## config.mk

```make
export PLATFORM = sky130hd
export DESIGN_NAME = irq_ctx_shadow
export DESIGN_NICKNAME = d
export VERILOG_FILES = /design/src/rtl/irq_ctx_pkg.sv /design/src/rtl/ctx_shadow_bank.sv /design/src/rtl/ctx_ret_seq.sv /design/src/rtl/ctx_entry_ctl.sv /design/src/rtl/irq_ctx_shadow.sv
export SDC_FILE = /design/constraint.sdc
export NUM_CORES = 1
export LEC_CHECK = 0
export BUFFER_PORTS_ARGS = -buffer_cell sky130_fd_sc_hd__buf_2
export CAP_MARGIN = 20
export CORE_MARGIN = 3
export CORE_UTILIZATION = 35
export DETAILED_ROUTE_END_ITERATION = 16
export HOLD_SLACK_MARGIN = 0.06
export PLACE_DENSITY = 0.78
export SLEW_MARGIN = 20
export SYNTH_ARGS = -nofsm -noshare
export SYNTH_HDL_FRONTEND = slang
export SYNTH_SLANG_ARGS = --single-unit
```

## constraint.sdc

```tcl
create_clock -name clk -period 1.2 [get_ports clk]
set_clock_uncertainty 0.05 [all_clocks]
set_input_delay 0.24 -clock clk [delete_from_list [all_inputs] [get_ports clk]]
set_output_delay 0.24 -clock clk [all_outputs]
set_load 0.01 [all_outputs]
```

## src/rtl/irq_ctx_pkg.sv

```systemverilog
package irq_ctx_pkg;
  localparam int PC_W = 12;
  localparam int DW   = 8;
  localparam int OP_W = 12;

  localparam logic [OP_W-1:0] RET_OPCODE = 12'h00E;
  localparam logic [PC_W-1:0] VECTOR_PC  = 12'h000;

  typedef struct packed {
    logic [PC_W-1:0] pc;
    logic [DW-1:0]   w;
    logic [DW-1:0]   status;
    logic [DW-1:0]   fsr;
  } ctx_t;

  function automatic logic is_ret_op(input logic [OP_W-1:0] op);
    return op == RET_OPCODE;
  endfunction

  function automatic int unsigned ret_cycles(input logic turbo,
                                             input int unsigned compat_c,
                                             input int unsigned turbo_c);
    return turbo ? turbo_c : compat_c;
  endfunction
endpackage

```

## src/rtl/ctx_shadow_bank.sv

```systemverilog
module ctx_shadow_bank
  import irq_ctx_pkg::*;
(
  input  logic clk,
  input  logic rst_n,
  input  logic cap_en,
  input  ctx_t ctx_live,
  output ctx_t ctx_saved
);
  ctx_t shadow_q;

  always_ff @(posedge clk) begin
    if (!rst_n)      shadow_q <= '0;
    else if (cap_en) shadow_q <= ctx_live;
  end

  assign ctx_saved = shadow_q;

  assert_shadow_hold_R3: assert property (@(posedge clk) disable iff (!rst_n)
    !cap_en |=> $stable(shadow_q));
  assert_shadow_capture_R3: assert property (@(posedge clk) disable iff (!rst_n)
    cap_en |=> (shadow_q == $past(ctx_live)));
endmodule

```

## src/rtl/ctx_ret_seq.sv

```systemverilog
module ctx_ret_seq
  import irq_ctx_pkg::*;
#(
  parameter int unsigned COMPAT_CYC = 2,
  parameter int unsigned TURBO_CYC  = 3
) (
  input  logic clk,
  input  logic rst_n,
  input  logic ret_start,
  input  logic turbo_mode,
  output logic busy,
  output logic ret_done
);
  localparam int unsigned MAX_CYC = (COMPAT_CYC > TURBO_CYC) ? COMPAT_CYC : TURBO_CYC;
  localparam int CW = (MAX_CYC > 1) ? $clog2(MAX_CYC) : 1;

  logic [CW-1:0] cnt_q;
  logic          busy_q;

  assign ret_done = busy_q && (cnt_q == '0);
  assign busy     = busy_q;

  always_ff @(posedge clk) begin
    if (!rst_n) begin
      busy_q <= 1'b0;
      cnt_q  <= '0;
    end else if (ret_start) begin
      busy_q <= 1'b1;
      cnt_q  <= CW'(ret_cycles(turbo_mode, COMPAT_CYC, TURBO_CYC) - 1);
    end else if (ret_done) begin
      busy_q <= 1'b0;
    end else if (busy_q) begin
      cnt_q  <= cnt_q - 1'b1;
    end
  end

  assert_busy_continues_R5: assert property (@(posedge clk) disable iff (!rst_n)
    (busy_q && !ret_done) |=> busy_q);
  assert_done_ends_busy_R6: assert property (@(posedge clk) disable iff (!rst_n)
    ret_done |=> !busy_q);
  assert_start_idle_R4: assert property (@(posedge clk) disable iff (!rst_n)
    ret_start |-> !busy_q);
endmodule

```

## src/rtl/ctx_entry_ctl.sv

```systemverilog
module ctx_entry_ctl (
  input  logic clk,
  input  logic rst_n,
  input  logic irq_req,
  input  logic busy,
  input  logic ret_done,
  output logic accept,
  output logic in_service
);
  logic svc_q;

  assign accept     = rst_n && irq_req && !svc_q && !busy;
  assign in_service = svc_q;

  always_ff @(posedge clk) begin
    if (!rst_n)        svc_q <= 1'b0;
    else if (accept)   svc_q <= 1'b1;
    else if (ret_done) svc_q <= 1'b0;
  end

  assert_accept_sets_svc_R2: assert property (@(posedge clk) disable iff (!rst_n)
    accept |=> svc_q);
  assert_busy_inside_svc_R8: assert property (@(posedge clk) disable iff (!rst_n)
    busy |-> svc_q);
  assert_done_clears_svc_R7: assert property (@(posedge clk) disable iff (!rst_n)
    ret_done |=> !svc_q);
endmodule

```

## src/rtl/irq_ctx_shadow.sv

```systemverilog
module irq_ctx_shadow
  import irq_ctx_pkg::*;
#(
  parameter int unsigned COMPAT_CYC = 2,
  parameter int unsigned TURBO_CYC  = 3
) (
  input  logic            clk,
  input  logic            rst_n,
  input  logic            irq_req,
  output logic            irq_ack,
  input  logic            ret_valid,
  input  logic [OP_W-1:0] ret_opcode,
  input  logic            turbo_mode,
  input  logic [PC_W-1:0] pc_live,
  input  logic [DW-1:0]   w_live,
  input  logic [DW-1:0]   status_live,
  input  logic [DW-1:0]   fsr_live,
  output logic            pc_load,
  output logic [PC_W-1:0] pc_next,
  output logic            ctx_load,
  output logic [DW-1:0]   w_rest,
  output logic [DW-1:0]   status_rest,
  output logic [DW-1:0]   fsr_rest,
  output logic            busy,
  output logic            in_service
);
  ctx_t ctx_live, ctx_saved;
  logic accept, ret_hit, ret_done, busy_w, svc_w;

  assign ctx_live = '{pc: pc_live, w: w_live, status: status_live, fsr: fsr_live};
  assign ret_hit  = ret_valid && is_ret_op(ret_opcode) && svc_w && !busy_w;

  ctx_entry_ctl u_entry (
    .clk(clk), .rst_n(rst_n), .irq_req(irq_req), .busy(busy_w),
    .ret_done(ret_done), .accept(accept), .in_service(svc_w)
  );

  ctx_shadow_bank u_bank (
    .clk(clk), .rst_n(rst_n), .cap_en(accept),
    .ctx_live(ctx_live), .ctx_saved(ctx_saved)
  );

  ctx_ret_seq #(.COMPAT_CYC(COMPAT_CYC), .TURBO_CYC(TURBO_CYC)) u_seq (
    .clk(clk), .rst_n(rst_n), .ret_start(ret_hit), .turbo_mode(turbo_mode),
    .busy(busy_w), .ret_done(ret_done)
  );

  assign irq_ack     = accept;
  assign pc_load     = accept || ret_done;
  assign pc_next     = ret_done ? ctx_saved.pc : VECTOR_PC;
  assign ctx_load    = ret_done;
  assign w_rest      = ret_done ? ctx_saved.w      : '0;
  assign status_rest = ret_done ? ctx_saved.status : '0;
  assign fsr_rest    = ret_done ? ctx_saved.fsr    : '0;
  assign busy        = busy_w;
  assign in_service  = svc_w;

  assert_busy_from_decode_R4: assert property (@(posedge clk) disable iff (!rst_n)
    $rose(busy_w) |-> $past(ret_hit));
  assert_ack_vectors_R2: assert property (@(posedge clk) disable iff (!rst_n)
    irq_ack |-> (pc_load && !ctx_load));
  assert_no_ack_in_service_R8: assert property (@(posedge clk) disable iff (!rst_n)
    svc_w |-> !irq_ack);
  assert_reset_quiet_R1: assert property (@(posedge clk)
    !rst_n |-> (!irq_ack && !ctx_load));
endmodule

```

==> results by group, run 1 <==
Finish
  – # nets final: 387
  – Final Core Density: 65.7%
  – Signed area change from the synthesized netlist to the final layout: 76.7%
  – Layout cells sized above 1: 58.8%
  – Number of antenna diodes: 0

Critical path
  – Worst reg2reg path startpoint: u_seq.busy$_SDFFE_PN0P_
  – Type of origin of the critical path: register
  – Start point of the critical path: u_seq.cnt_q[0]$_SDFFE_PN0P_
  – CP required: 0.91 ns
  – Cell depth of the worst flop-to-flop path: 8
  – Reg-to-reg critical path endpoint: u_bank.ctx_saved[3]$_SDFFE_PN0P_
  – Flop2flop setup slack: -0.20 ns
  – Setup Crit Path Kind: reg -> out
  – Data arrival time of the critical path: 1.34 ns
  – Worst-path maximum fanout: 21
  – Critical Path Sink Type: primary output

Logic synthesis
  – Largest area contributor in the synthesized netlist: dfxtp_1
  – EDFF count, synth: 0
  – Mean cell area of the mapped netlist: 8.21 µm²
  – Total standard cell area after synthesis: 1820 µm²
  – Net count after synthesis: 274
  – Count of unique library cells instantiated by Yosys: 25
  – Sequential cell area fraction in the yosys report: 44.1%
  – Share of flip-flops with an asynchronous set or reset: 0%
  – Most frequently used flop master after synthesis: dfxtp_1
  – Top cells by area, synth: dfxtp_1 (44%), nand2_1 (15%), and2_1 (12%), a21boi_1 (12%), a21boi_0 (3.3%)
  – Seq cells post-synth: 40
  – Mapped Cells: 221
  – Total number of yosys warnings: 0
  – Ranking of synthesized cells by instance count: nand2_1 (74), dfxtp_1 (40), and2_1 (36), a21boi_1 (29), a21boi_0 (8)
  – Cell with the most instances after synthesis: nand2_1
  – Fraction of synthesized cell area taken by the top area cell type: 44.1%

GRT
  – Vias in the first global route: 1719
  – Global routing usage summed across all routing layers: 16.3%
  – Wire length of the first global-routing pass: 7930 µm
  – Maximum number of pins on one net before global-route repair: 29
  – Number of antenna violations at the first check in global routing: 0
  – Remaining Overflow, GRT: 0

Power and ir drop
  – Part of the power in the clock network: 38.0%
  – Post-route total power: 3.10 mW
  – Power density normalized to cell area: 965 nW/µm²
  – Net switching component of the power: 0.698 mW
  – Power share of the combinational group: 16.3%
  – Leak pwr: 1.51 nW
  – Share of power burned in registers: 45.7%
  – Internal power summed over all cells: 2.40 mW
  – Largest voltage drop on the vdd net: 0.000677 V
  – Share of total power consumed by net switching: 22.5%

Drt
  – WL per Instance: 12.7 µm
  – Number of design rule violations left after detail routing: 0
  – Number of detailed-routing iterations run before antenna repair: 2
  – Routed vias/inst: 4.65
  – Vias: 1868
  – First-iteration detailed-routing DRC count: 28
  – Total wire length: 5110 µm
  – Antenna viol nets, final: 0

Die
  – Height of the die: 78.0 µm
  – Ports placed on the boundary: 94
  – Count of standard-cell rows: 25
  – Die width: 78.0 µm
  – Starting Density: 37.2%
  – Std-Cell Core Area: 4880 µm²
  – Area of the die: 6090 µm²

STA
  – Final Hold Vio Count: 0
  – Worst Slack Setup Final: -0.425 ns
  – Relative slew slack: 83.8%
  – Worst Max-Slew Pin Slew: 0.240 ns
  – Clock period minus final worst setup slack: 1.63 ns
  – Achievable clock frequency: 615 MHz
  – Period Utilization, post-route: 135%
  – Number of max-slew violations in the final report: 0
  – Final setup violation count: 79
  – RSZ-0062 raised after global routing: yes

Clock tree
  – Clock slew seen by the registers of the worst setup and hold paths: 0.08 ns
  – CTS Hold Buffers Added: 0
  – Clock tree from TritonCTS: built
  – Total number of clock tree sinks: 40
  – Root Driver: clkbuf_8
  – Number of buffers on the longest clock path: 2
  – H-Tree Depth: 2
  – Skew-Pair Late Insertion Delay: 0.29 ns
  – Number of clock buffers inserted by TritonCTS: 5

Status
  – Violations in the final reports: setup timing
  – Status: finished with violations

Worst hold path
  – Worst hold start: w_live[7]
  – Hold Crit Class: in -> reg
  – Hold Path End: u_bank.ctx_saved[23]$_SDFFE_PN0P_
  – Hold depth: 3

Placed design
  – RePlAce Congestion: 0.731
  – Sum of net half-perimeters after detailed placement: 3300 µm
  – # port buffers: 93

Job
  – Count of maximum capacitance violations: 0
-- state kept, by name, summed over array words and instances (netlist names) --
| name | flops |
|---|---|
| u_bank.ctx_saved | 36 |
| u_seq.cnt_q | 2 |
| u_entry.in_service | 1 |
| u_seq.busy | 1 |
-- worst max-delay path, stage by stage, from the launching register on --
cell and delay (ns):
dfxtp_2 0.33, nand2b_4 0.14, nor2_4 0.14, buf_12 0.17, and2_1 0.13, buf_2 0.12
-- worst max-delay path by stage --
stage | endpoint | depth (start not counted)
after detailed placement | u_seq.cnt_q[1]$_SDFFE_PN0P_ | 4
after global placement | u_seq.cnt_q[0]$_SDFFE_PN0P_ | 4
after global routing | pc_next[11] | 5
after CTS | pc_next[11] | 5
after floorplan | fsr_rest[0] | 5
final | pc_next[11] | 5
-- routing by layer --
metal	GRT usage [%]	vias to the layer above	routed length [µm]
met5	0	-	0
met4	5.42	0	43
met3	3.56	6	289
met2	29.9	62	2780
met1	18.7	865	2000
li1	-	935	-
-- layout make-up --
class / count / area (µm²)
fillers: 412 / 1670
multi-input cells: 165 / 1200
repair buffers: 121 / 982
flip-flops and latches: 40 / 807
clock buffers: 7 / 96.3
well taps: 67 / 83.8
clock inverters: 1 / 30.0
inverters: 1 / 11.3
-- power groups by stage --
stage	Combinational [mW]	Clock, mW	Sequential (mW)
after floorplan	0.167	0	1.44
after global placement	0.313	0	1.44
after detailed placement	0.320	0	1.45
after CTS	0.449	1.22	1.42
after global routing	0.550	1.26	1.42
final	0.504	1.18	1.41
-- repair_timing --
| item | 4_1_cts | 5_1_grt |
|---|---|---|
| pin swaps | 7 | 45 |
| buffers inserted | 10 | 3 |
| cloned | 3 | 0 |
| setup endpoints to repair | 79 | 80 |
| gates resized for setup | 31 | 82 |
-- cells in the final DEF, fill, tap and decap left out --
master     instances
a21boi_1          21
a21boi_2          16
and2_1            16
and2_4            20
and3b_1            1
and4_1             1
buf_12             8
buf_2             69
buf_4              8
buf_6             33
buf_8              3
bufinv_16          1
clkbuf_8           7
dfxtp_1           37
dfxtp_2            2
dfxtp_4            1
inv_8              1
mux2i_1            2
nand2_1           51
nand2_2            8
nand2_4           15
nand2b_4           1
nand3_1            1
nand4_1            1
nand4bb_4          1
nor2_4             1
nor2b_1            1
nor3_1             1
nor4_1             1
nor4b_4            1
o21ai_0            3
o21ai_2            1
or2b_1             1
-- stage by stage --
step	TNS [ns]	setup WS, ns	hold WS [ns]	cell area, µm²	instances
after floorplan	-1.02	-0.0464	0.325	1920	221
after global placement	-4.27	-0.142	0.386	2540	383
after detailed placement	-5.88	-0.145	0.393	2540	383
after CTS	-23.41	-0.464	0.123	2930	403
after global routing	-25.91	-0.505	0.130	3210	402
final	-19.77	-0.425	0.130	3210	402
-- logic make-up (layout without fill, tap and decap cells) --
kind of cell    after synthesis  in the layout  share of synthesized area [%]
simple gates                122            122                           32.6
mux                           2              2                           1.10
compound gates               41             41                           16.4
buf+inv                      16            130                           5.79
flops                        40             40                           44.1
Power figures use the tool's default switching activity.
==> run 2, diff against run 1 <==
--- a/config.mk
+++ b/config.mk
@@ -12,7 +12,9 @@
 export DETAILED_ROUTE_END_ITERATION = 16
 export HOLD_SLACK_MARGIN = 0.06
 export PLACE_DENSITY = 0.78
+export RECOVER_POWER = 25
 export SLEW_MARGIN = 20
 export SYNTH_ARGS = -nofsm -noshare
 export SYNTH_HDL_FRONTEND = slang
 export SYNTH_SLANG_ARGS = --single-unit
+export TNS_END_PERCENT = 5
==> constraint.sdc (replaced) <==
create_clock -name clk -period 1.37 [get_ports clk]
set_clock_uncertainty 0.05 [all_clocks]
set_input_delay 0.274 -clock clk [delete_from_list [all_inputs] [get_ports clk]]
set_output_delay 0.274 -clock clk [all_outputs]
set_load 0.01 [all_outputs]
==> run 2 against run 1 <==
The flow still finishes with violations (setup timing); global-route usage decreased by 0.96 points; flip-flop and latch count unchanged; critical path depth unchanged; clock power is 38% lower; combinational power down 49%; largest power group unchanged.
==> results by group, run 2 (synthesis gave the netlist of run 1 again) <==
Drt
  – First-iteration detailed-routing DRC count: 36
  – Number of detailed-routing iterations run before antenna repair: 4
  – Routed vias/inst: 4.44
  – Antenna viol nets, final: 0
  – Total wire length: 4530 µm
  – Vias: 1711
  – WL per Instance: 11.8 µm
  – Number of design rule violations left after detail routing: 0

STA
  – Worst Max-Slew Pin Slew: 0.308 ns
  – Period Utilization, post-route: 120%
  – Clock period minus final worst setup slack: 1.64 ns
  – RSZ-0062 raised after global routing: yes
  – Final setup violation count: 39
  – Number of max-slew violations in the final report: 0
  – Relative slew slack: 79.2%
  – Final Hold Vio Count: 0
  – Worst Slack Setup Final: -0.272 ns
  – Achievable clock frequency: 609 MHz

Die
  – Count of standard-cell rows: 25
  – Ports placed on the boundary: 94
  – Area of the die: 6090 µm²
  – Die width: 78.0 µm
  – Height of the die: 78.0 µm
  – Std-Cell Core Area: 4880 µm²
  – Starting Density: 37.2%

Critical path
  – Data arrival time of the critical path: 1.32 ns
  – Cell depth of the worst flop-to-flop path: 3
  – Worst path top cell family by delay: simple AND/OR/NAND/NOR gates
  – Setup Crit Path Kind: reg -> out
  – Critical Path Sink Type: primary output
  – Type of origin of the critical path: register
  – Reg-to-reg critical path endpoint: u_seq.cnt_q[1]$_SDFFE_PN0P_
  – Last element of the critical path: pc_next[11]
  – Critical path depth in cells: 5
  – Worst reg2reg path startpoint: u_seq.busy$_SDFFE_PN0P_
  – Critical path buffer and inverter count: 2
  – Flop2flop setup slack: 0.03 ns
  – Worst-path maximum fanout: 16
  – Max stage delay cell, worst path: dfxtp_2
  – Start point of the critical path: u_seq.cnt_q[0]$_SDFFE_PN0P_
  – Maximum single-stage delay on the critical path: 0.33 ns
  – Chain of cells forming the critical path: nand2b_4 -> nor2_4 -> buf_6 -> and2_1 -> buf_2
  – CP required: 1.05 ns

Finish
  – Max reg flops: 36
  – Final Core Density: 50.9%
  – Design area: 2490 µm²
  – # nets final: 371
  – Number of antenna diodes: 0
  – Post-layout instance count excluding filler cells: 385
  – Storage cell area: 806 µm²
  – Total of fill cells in the finished design: 466
  – Most frequent cells in the layout: buf_2 (91), nand2_1 (74), dfxtp_1 (38)
  – Most common cell after layout, fill and taps aside: buf_2
  – Signed area change from the synthesized netlist to the final layout: 36.9%
  – Layout cells sized above 1: 36.8%
  – Area of the multi-input gates: 940 µm²

Status
  – Violations in the final reports: setup timing
  – Status: finished with violations

Clock tree
  – Clock tree from TritonCTS: built
  – H-Tree Depth: 2
  – Number of buffers on the longest clock path: 2
  – Total number of clock tree sinks: 40
  – Number of clock buffers inserted by TritonCTS: 5
  – Clock slew seen by the registers of the worst setup and hold paths: 0.07 ns
  – Root Driver: clkbuf_8
  – Buffers inserted during post-CTS setup optimization: 0
  – Skew-Pair Late Insertion Delay: 0.28 ns

GRT
  – Maximum number of pins on one net before global-route repair: 29
  – Number of antenna violations at the first check in global routing: 0
  – Vias in the first global route: 1624
  – Remaining Overflow, GRT: 0
  – Global routing usage summed across all routing layers: 15.4%
  – Wire length of the first global-routing pass: 7420 µm

Power and ir drop
  – Power density normalized to cell area: 893 nW/µm²
  – Leak pwr: 1.19 nW
  – Largest voltage drop on the vdd net: 0.000542 V

Worst hold path
  – Hold Crit Class: in -> reg

Placed design
  – Post-DP Area: 2370 µm²
  – # port buffers: 93
  – RePlAce Congestion: 0.729
  – Placed cells: 378
  – Sum of net half-perimeters after detailed placement: 3340 µm
  – Dpl ws: -0.0281 ns

Job
  – Count of maximum capacitance violations: 0
==> run 2: cell types whose count changed in the layout (fill, tap and decap cells not counted), sizes merged <==
cell    delta
clkinv     +1
clkbuf     +2
buf       -19
bufinv     -1
==> run 2: through the flow <==
step                      hold WS [ns]  setup TNS, ns  total power, mW
after detailed placement         0.392         -0.291             1.52
after CTS                        0.158          -9.54             2.26
after global routing             0.166         -14.02             2.34
after global placement           0.386              0             1.52
after floorplan                  0.359        -0.0202             1.40
final                            0.169          -9.45             2.22
==> run 2: cell type report <==
cell class	instances	share of cell area, %
multi-input combinational	165	37.8
tap	67	3.37
sequential	40	32.4
clock inverter	1	0.201
timing repair buffer	105	23.2
inverter	1	0.151
clock buffer	6	2.92
==> run 2: how the worst min path moves through the flow <==
stage                                            from                                 to  slack [ns]  cells after the start
finish                                    fsr_live[1]   u_bank.ctx_saved[1]$_SDFFE_PN0P_        0.17                      3
global route                                w_live[5]  u_bank.ctx_saved[21]$_SDFFE_PN0P_        0.17                      3
CTS                                       fsr_live[1]   u_bank.ctx_saved[1]$_SDFFE_PN0P_        0.16                      3
detailed placement  u_bank.ctx_saved[11]$_SDFFE_PN0P_  u_bank.ctx_saved[11]$_SDFFE_PN0P_        0.39                      2
global placement     u_bank.ctx_saved[9]$_SDFFE_PN0P_   u_bank.ctx_saved[9]$_SDFFE_PN0P_        0.39                      2
floorplan                                 fsr_live[0]   u_bank.ctx_saved[0]$_SDFFE_PN0P_        0.36                      2
==> run 2: worst register-to-register path, cell delays in order, from the launching register on <==
cell,delay (ns)
dfxtp_4,0.37
nor4b_1,0.35
nand4_1,0.27
mux2i_1,0.19
==> run 2: power breakdown <==
part	switching, mW	internal (mW)
registers	0.0250	1.21
clock network	0.380	0.346
logic	0.123	0.133
==> run 2: metal layers <==
layer / GRT usage [%] / part of all wire, %
met1: 17.1 / 43
met2: 26.5 / 47
met3: 5.85 / 8.2
met4: 5.77 / 1.7
met5: 0 / 0
==> run 2: repair_timing <==
| item | 4_1_cts | 5_1_grt |
|---|---|---|
| setup endpoints to repair | 39 | 51 |
| hold buffers | 0 | 0 |
| resized for setup | 9 | 5 |
| pin swaps | 8 | 1 |
